<file path="config.mk">
export PLATFORM = sky130hd
export DESIGN_NAME = plt_trigger
export DESIGN_NICKNAME = d
export VERILOG_FILES = /design/src/rtl/plt_pkg.sv /design/src/rtl/plt_ctrl.sv /design/src/rtl/plt_dpath.sv /design/src/rtl/plt_trigger.sv
export SDC_FILE = /design/constraint.sdc
export NUM_CORES = 1
export LEC_CHECK = 0
export CAP_MARGIN = 10
export CORE_UTILIZATION = 60
export CTS_CLUSTER_DIAMETER = 50
export DETAILED_ROUTE_END_ITERATION = 12
export DONT_BUFFER_PORTS = 1
export MAX_ROUTING_LAYER = met4
export PLACE_DENSITY = 0.87
export RECOVER_POWER = 100
export SLEW_MARGIN = 20
export SYNTH_ARGS = -nofsm -noshare
export SYNTH_HDL_FRONTEND = slang
export SYNTH_SLANG_ARGS = --single-unit
</file>
<file path="constraint.sdc">
create_clock -name clk -period 3.02 [get_ports clk]
set_input_delay 0.453 -clock clk [delete_from_list [all_inputs] [get_ports clk]]
set_output_delay 0.453 -clock clk [all_outputs]
set_load 0.01 [all_outputs]
</file>
<file path="src/rtl/plt_pkg.sv">
package plt_pkg;
  localparam int LUT_DATA_BIT = 16;
  localparam int LUT_WE_BIT   = 30;
  localparam int LUT_RSV_BIT  = 31;

  typedef enum logic [2:0] {
    ST_IDLE, ST_PROMPT, ST_READ, ST_FIRE, ST_WAIT
  } pltState_e;

  typedef struct packed {
    logic capture;
    logic accumulate;
    logic readLut;
    logic fire;
    logic clear;
  } pltStrb_t;
endpackage

</file>
<file path="src/rtl/plt_ctrl.sv">
module plt_ctrl
  import plt_pkg::*;
#(
  parameter int WINW = 8
) (
  input  logic            clk,
  input  logic            rst_n,
  input  logic            anyHit,
  input  logic [WINW-1:0] promptLen,
  input  logic [WINW-1:0] waitLen,
  output pltStrb_t        strb
);
  pltState_e       state;
  logic [WINW-1:0] remain;
  logic [WINW-1:0] waitCnt;

  always_comb begin
    strb            = '0;
    strb.capture    = (state == ST_IDLE) && anyHit;
    strb.accumulate = (state == ST_PROMPT);
    strb.readLut    = (state == ST_READ);
    strb.fire       = (state == ST_FIRE);
    strb.clear      = (state == ST_WAIT) && (waitCnt == '0);
  end

  always_ff @(posedge clk) begin
    if (!rst_n) begin
      state   <= ST_IDLE;
      remain  <= '0;
      waitCnt <= '0;
    end else begin
      case (state)
        ST_IDLE: if (anyHit) begin
          if (promptLen <= WINW'(1)) state <= ST_READ;
          else begin
            state  <= ST_PROMPT;
            remain <= promptLen - WINW'(1);
          end
        end
        ST_PROMPT: begin
          if (remain <= WINW'(1)) state <= ST_READ;
          remain <= remain - WINW'(1);
        end
        ST_READ: state <= ST_FIRE;
        ST_FIRE: begin
          waitCnt <= waitLen;
          state   <= ST_WAIT;
        end
        ST_WAIT: begin
          if (waitCnt == '0) state <= ST_IDLE;
          else waitCnt <= waitCnt - WINW'(1);
        end
        default: state <= ST_IDLE;
      endcase
    end
  end

  assert_strb_onehot_R3: assert property (@(posedge clk) disable iff (!rst_n)
    $onehot0(strb));
  assert_read_then_fire_R3: assert property (@(posedge clk) disable iff (!rst_n)
    strb.readLut |=> strb.fire);
  assert_fire_enters_wait_R6: assert property (@(posedge clk) disable iff (!rst_n)
    strb.fire |=> (state == ST_WAIT) && !strb.capture && !strb.accumulate);
  assert_wait_holds_R6: assert property (@(posedge clk) disable iff (!rst_n)
    (state == ST_WAIT && waitCnt != '0) |=> (state == ST_WAIT));
endmodule

</file>
<file path="src/rtl/plt_dpath.sv">
module plt_dpath
  import plt_pkg::*;
#(
  parameter int CH   = 8,
  parameter int CNTW = 32
) (
  input  logic            clk,
  input  logic            rst_n,
  input  logic [CH-1:0]   hitIn,
  input  logic [31:0]     lutCtl,
  input  logic            trigEnable,
  input  pltStrb_t        strb,
  output logic [CH-1:0]   pattern,
  output logic            trigPulse,
  output logic [CNTW-1:0] trigCount
);
  localparam int DEPTH = 1 << CH;

  logic lutMem [DEPTH];
  logic rdBit;

  always_ff @(posedge clk) begin
    if (lutCtl[LUT_WE_BIT]) lutMem[lutCtl[CH-1:0]] <= lutCtl[LUT_DATA_BIT];
  end

  for (genvar c = 0; c < CH; c++) begin : g_chan
    always_ff @(posedge clk) begin
      if (!rst_n || strb.clear) pattern[c] <= 1'b0;
      else if (strb.capture)    pattern[c] <= hitIn[c];
      else if (strb.accumulate) pattern[c] <= pattern[c] | hitIn[c];
    end
  end

  always_ff @(posedge clk) begin
    if (!rst_n) begin
      rdBit     <= 1'b0;
      trigPulse <= 1'b0;
      trigCount <= '0;
    end else begin
      if (strb.readLut) rdBit <= lutMem[pattern];
      trigPulse <= strb.fire && rdBit && trigEnable;
      if (strb.fire && rdBit && trigEnable) trigCount <= trigCount + CNTW'(1);
    end
  end

  assert_pulse_single_R3: assert property (@(posedge clk) disable iff (!rst_n)
    trigPulse |=> !trigPulse);
  assert_enable_gates_R4: assert property (@(posedge clk) disable iff (!rst_n)
    !$past(trigEnable) |-> !trigPulse);
  assert_count_step_R5: assert property (@(posedge clk) disable iff (!rst_n)
    trigPulse |-> trigCount == $past(trigCount) + CNTW'(1));
  assert_count_hold_R5: assert property (@(posedge clk) disable iff (!rst_n)
    !trigPulse |-> trigCount == $past(trigCount));
endmodule

</file>
<file path="src/rtl/plt_trigger.sv">
module plt_trigger
  import plt_pkg::*;
#(
  parameter int CH   = 8,
  parameter int CNTW = 32,
  parameter int WINW = 8
) (
  input  logic            clk,
  input  logic            rst_n,
  input  logic [CH-1:0]   hitIn,
  input  logic [31:0]     lutCtl,
  input  logic [WINW-1:0] promptLen,
  input  logic [WINW-1:0] waitLen,
  input  logic            trigEnable,
  output logic            trigPulse,
  output logic [CH-1:0]   promptPattern,
  output logic [CNTW-1:0] trigCount
);
  pltStrb_t strb;

  plt_ctrl #(.WINW(WINW)) ctrl_i (
    .clk, .rst_n, .anyHit(|hitIn), .promptLen, .waitLen, .strb
  );

  plt_dpath #(.CH(CH), .CNTW(CNTW)) dpath_i (
    .clk, .rst_n, .hitIn, .lutCtl, .trigEnable, .strb,
    .pattern(promptPattern), .trigPulse, .trigCount
  );
endmodule

</file>
; After elaboration in Yosys (flattened, before gate mapping)
; Memory sizes are Yosys's and may differ from the RTL's. A register that Yosys moved wholly into a read port is not among the register bits.
; Cells that the tools add are included.
[word_totals]
register_bits = 60
latch_bits = 0
ram_bits = 256
mem_bits_ro = 0
in_bits = 59
word_cells = 81
mem_count = 1
[op_classes]
add_sub_neg = 4
n_mul = 0
div_mod_pow = 0
order_cmp = 2
n_eq_ne = 9
shifts = 0
n_mux = 28
bitwise = 8
n_reduce_logical = 16
[mem_list]
columns = name, depth, width, read_ports, rd_ports_with_merged_regs, wr, line
row1 = dpath_i.lutMem, 256, 1, 1, 1, 1, plt_dpath.sv:19  ; logic lutMem [DEPTH];
[ops]
columns = cell, count
row1 = 32-bit by 1-bit adder with 32-bit output (second input constant), 1
row2 = 8-bit case mux with 2 select lines, 2
row3 = 8-bit two-way mux, 3
row4 = 8-bit by 1-bit subtractor with 8-bit output (second input constant), 3
row5 = 1-bit two-way mux, 18
row6 = 8-bit by 1-bit less-or-equal comparator with 1-bit output (second input constant), 2
row7 = 3-bit case mux with 5 select lines, 1
row8 = 3-bit two-way mux, 3
row9 = 8-bit logical NOT, 1
row10 = 2-bit inequality test (second input constant), 4
row11 = 1-bit OR, 8
row12 = 8-bit OR reduction, 1
row13 = 3-bit by 2-bit equality test with 1-bit output (second input constant), 2
row14 = 3-bit AND reduction, 2
row15 = 2-bit nonzero test, 3
row16 = 1-bit logical AND, 4
row17 = 3-bit by 1-bit equality test with 1-bit output (second input constant), 1
row18 = 3-bit equality test (second input constant), 1
row19 = 3-bit logical NOT, 1
row20 = 1-bit logical NOT, 2
row21 = 2-bit two-way mux, 1
row22 = 2-bit by 1-bit inequality test with 1-bit output (second input constant), 1
row23 = 2-bit AND reduction, 1
row24 = 1-bit logical OR, 1

; Logic depth before layout (Yosys ltp)
[depth]
depth_word = 4
mapped_depth = 10
ltp_nobuf = 8

; Cells and area by module
; From an unflattened synthesis, not the netlist that was laid out.
[unflattened]
hier_cells = 1197
hier_area_um2 = 14651.6
[modules_own_cells]
columns = module, instances, cells_each, area_per_inst_um2, seq_area_each_um2
row1 = plt_dpath, 1, 1011, 13186.4, 8528.2
row2 = plt_ctrl, 1, 183, 1448.9, 380.4
row3 = plt_trigger, 1, 3, 16.3, 0.0

; Least setup slack after synthesis
; OpenSTA, ideal clock, no wires.
[synth_timing]
path_type = register to register
start = register dpath_i.pattern[0]
end = register dpath_i.rdBit (read register of dpath_i.lutMem)
setup_time_ns = 0.126
t_arrival_ns = 2.153
setup_slack_ns = 0.741
path_stages_with_launch = 10
synth_period_minus_slack_ns = 2.279
path_cell_list = dfxtp_1 -> buf_2 -> buf_6 -> buf_4 -> mux4_2 -> a22oi_1 -> nand3_1 -> a21o_1 -> nor3_1 -> o211ai_1
[synth_rtl]
columns = item, line
row1 = start: declaration, plt_dpath.sv:13  ; output logic [CH-1:0] pattern,
row2 = start signal: indexed assignment, plt_dpath.sv:29  ; else if (strb.capture) pattern[c] <= hitIn[c];
row3 = start signal: indexed assignment, plt_dpath.sv:30  ; else if (strb.accumulate) pattern[c] <= pattern[c] | hitIn[c];
row4 = end: declaration, plt_dpath.sv:20  ; logic rdBit;

; Worst setup path in the final report
[layout_timing]
start = register ctrl_i.state[0]
end = register dpath_i.trigCount[31]
[layout_between]
elab_chain_len = 3
[layout_rtl]
columns = item, line
row1 = start: declaration, plt_ctrl.sv:13  ; pltState_e state;
row2 = start signal: assignment, plt_ctrl.sv:28  ; state <= ST_IDLE;
row3 = start signal: assignment, plt_ctrl.sv:34  ; if (promptLen <= WINW'(1)) state <= ST_READ;
row4 = start signal: assignment, plt_ctrl.sv:36  ; state <= ST_PROMPT;
row5 = 3-bit by 2-bit equality test with 1-bit output, plt_ctrl.sv:22  ; strb.fire = (state == ST_FIRE);
row6 = 1-bit logical AND (2 in series), plt_dpath.sv:42  ; if (strb.fire && rdBit && trigEnable) trigCount <= trigCount + CNTW'(1);
row7 = end signal: assignment, plt_dpath.sv:42
row8 = end: declaration, plt_dpath.sv:15  ; output logic [CNTW-1:0] trigCount
; No other way between the ends.
; A chain may end at the register's enable or synchronous reset.

==> flow_metrics.py <==
metrics = {
    "global_routing": {
        "antenna_found_initial": 0,
        "grtUsageMet1": 0.329,
        "grt_pass1_wl_microns": 51200,
        "grt_max_degree": 257,
        "grt_pass1_vias": 9708,
        "track_usage": 0.287,
        "top_usage_layer": "met2",
        "use_met3": 0.0658,
        "grt.overflow.total": 0,
        "gr-usage-met2": 0.477,
    },
    "sta": {
        "grt_setup_unrepaired": "false",
        "whs_ns": 0.0537,
        "fin_crit_sh": 0.870,
        "tightest_slew_ns": 1.33,
        "max_freq_ghz": 0.381,
        "skew_ns": 0.0131,
        "fin_crit_ns": 2.63,
        "slew_viol_final": 0,
        "setup_viol": 0,
        "fin_setup_tns_ns": 0,
        "hold_viol": 0,
        "relSlewSlack": 0.102,
    },
    "cts": {
        "htreeDepth": 2,
        "cts_sinks": 317,
        "clk_latency_ns": 0.52,
        "clockRootBuffer": "clkbuf_16",
        "postCtsSetupRepairBufs": 0,
        "cts_hold_repair.buffers": 0,
        "numCtsBuffers": 34,
        "cts_tree": "yes",
        "cts_resized": 0,
        "clk_path_buf_depth": 3,
        "clk_pin_slew_worst_paths_ns": 0.06,
    },
    "setup_path": {
        "crit_path_end_kind": "flip-flop",
        "critPathMaxFanout": 12,
        "path_delay_family": "simple AND/OR/NAND/NOR gates",
        "critPathLaunchType": "flip-flop",
        "critPathBufInv": 0,
        "crit_chain": "and3b_1, and4_1, nand4_1, or3_1, or3_1, a21oi_1",
        "critPathMaxStageDelay_ns": 0.55,
        "criticalPathCategory": "flip-flop to flip-flop",
        "cpMostUsedCell": "or3_1",
        "r2r_slack_ns": 0.39,
        "critPathArrivalTime_ns": 3.07,
        "critPathRequiredTime_ns": 3.46,
        "crit_slowest_cell": "or3_1",
    },
    "routing": {
        "vias": 10000,
        "first_pass_iters": 8,
        "ant_nets": 0,
        "drc": 0,
        "avgViaCountPerCell": 6.53,
        "post_drt_wl_per_cell_microns": 22.2,
        "drt_wl_total_microns": 34000,
        "drtIter0Drc": 1493,
    },
    "outcome": {
        "outcome": "completed",
    },
    "floorplanning": {
        "num_rows": 56,
        "coreArea_sq_um": 23500,
        "initial_core_util": 0.613,
        "die_w_microns": 157,
        "dieHeight_microns": 157,
        "dieArea_sq_um": 24700,
        "num_io_pins": 100,
    },
    "power_and_ir_drop": {
        "power_mw": 10.4,
        "p_leak_nw": 4.81,
        "p_per_area_nw_per_um2": 654,
        "worst_ir_drop_vdd_v": 0.000423,
    },
    "logic_synthesis": {
        "synth_cells": 1210,
        "synthArstFlopShare": 0,
        "syn_nets": 1276,
        "yosys_warnings": 0,
        "ys_ff_latch": 317,
        "synthFlopType": "edfxtp_1",
        "netlist_area_sq_um": 14400,
        "yosysUniqueCellTypes": 62,
        "ys_seq_area_frac": 0.618,
        "synth_area_per_cell_sq_um": 11.9,
        "synth_edf_count": 256,
    },
    "min_path": {
        "worstHoldPathType": "input port to flip-flop",
    },
    "placed_design": {
        "dpl.hpwl_microns": 20600,
        "port_buffers": 0,
        "place_congestion": 0.864,
        "dp_cells": 1476,
    },
    "final_layout": {
        "drive_gt1_frac": 0.109,
        "final_nets": 1259,
        "syn_to_final_growth_pct": 9.83,
        "utilization": 0.673,
        "fillers": 1566,
        "n_antenna_cell": 0,
        "layout.cells.non_filler": 1535,
    },
    "flow_run": {
        "cap_violations": 0,
    },
}
-- synth_stat cells, types with 8 or more instances --
library cell  instances  area share
nor2_1              335       0.087
edfxtp_1            256        0.53
clkbuf_1             66       0.017
dfxtp_1              61       0.085
nand3_1              54       0.019
mux4_2               52       0.081
nand2_1              46       0.012
mux2i_1              29       0.020
a21oi_1              27      0.0094
o21ai_0              25      0.0087
a22oi_1              19      0.0099
nand4_1              19      0.0082
nor2b_1              19      0.0082
nor3_1               17      0.0059
xnor2_1              16      0.0097
inv_1                15      0.0039
xor2_1               13      0.0079
buf_2                12      0.0042
or3_1                10      0.0043
and2_1                9      0.0039
and3_1                8      0.0035
-- through the flow --
| step | cell area, sq um | worst slack [ns] |
|---|---|---|
| global route | 15800 | 0.149 |
| finish | 15800 | 0.392 |
| global placement | 14800 | 0.518 |
| floorplan | 14400 | 0.741 |
| CTS | 15900 | 0.395 |
| detailed placement | 14800 | 0.479 |
-- cell usage in the layout (no fill, tap or decap), types with 5 or more instances in the layout --
master,synthesis,routed
and2_1,9,5
a22oi_1,19,19
o22ai_1,6,6
nand2_1,46,46
mux4_2,52,52
clkinv_1,1,5
nand3b_1,6,6
mux2i_1,29,29
clkbuf_16,0,39
nor2b_1,19,19
clkbuf_1,66,18
a21oi_1,27,27
xor2_1,13,13
nor4_1,7,7
inv_1,15,15
or3_1,10,10
nor2_1,335,335
o21ai_0,25,27
or4_1,6,6
nand4_1,19,20
and3_1,8,8
nand3_1,54,54
edfxtp_1,256,256
ha_1,7,7
buf_4,6,16
nand2b_1,6,6
xnor2_1,16,16
dfxtp_1,61,58
nor3_1,17,17
-- layout make-up --
type / count / area [sq um] / share of cell area
Clock buffer: 43 / 1000 / 0.0632
Inverter: 16 / 60.1 / 0.00379
Sequential cell: 317 / 8920 / 0.563
Clock inverter: 16 / 166 / 0.0105
Tap cell: 319 / 399 / 0.0252
Timing Repair Buffer: 34 / 236 / 0.0149
Multi-Input combinational cell: 790 / 5060 / 0.319
-- report_power, final --
group	internal (mW)	switching, mW	total [mW]
Sequential	4.78	0.169	4.95
Combinational	0.484	0.623	1.11
Clock	2.61	1.69	4.30
-- worst paths after layout --
kind / startpoint / end / cells after the start
setup / recovery: ctrl_i.state[0] / dpath_i.trigCount[31] / 6
setup reg to reg: ctrl_i.state[0] / dpath_i.trigCount[31] / 6
hold reg to reg: ctrl_i.waitCnt[7] / ctrl_i.waitCnt[7] / 2
hold / removal: lutCtl[16] / dpath_i.lutMem[35] / 0
-- flip-flops by register name, summed over array words and instances, names as in the netlist --
signal             count
dpath_i.lutMem       256
dpath_i.pattern        8
dpath_i.trigCount     32
dpath_i.trigPulse      1
dpath_i.rdBit          1
ctrl_i.state           3
ctrl_i.remain          8
ctrl_i.waitCnt         8
-- per-layer routing --
metal / up-vias / part of all wire
met5: - / 0
met4: 0 / 0.048
li1: 4364 / -
met2: 636 / 0.49
met1: 4880 / 0.35
met3: 149 / 0.11
-- cell families (layout without fill, tap and decap cells) --
| group | count (synthesis) | count (layout) | share of synthesized area |
|---|---|---|---|
| DFF | 317 | 317 | 0.618 |
| buffers and inverters | 103 | 109 | 0.0299 |
| and+or+nand+nor | 553 | 553 | 0.172 |
| adders and majority gates | 7 | 7 | 0.00607 |
| muxes | 82 | 82 | 0.102 |
| xor gates and xnor gates | 29 | 29 | 0.0176 |
| AOI/OAI and AO/OA | 119 | 119 | 0.0547 |
Note: power is estimated with default switching activity, not from simulation.
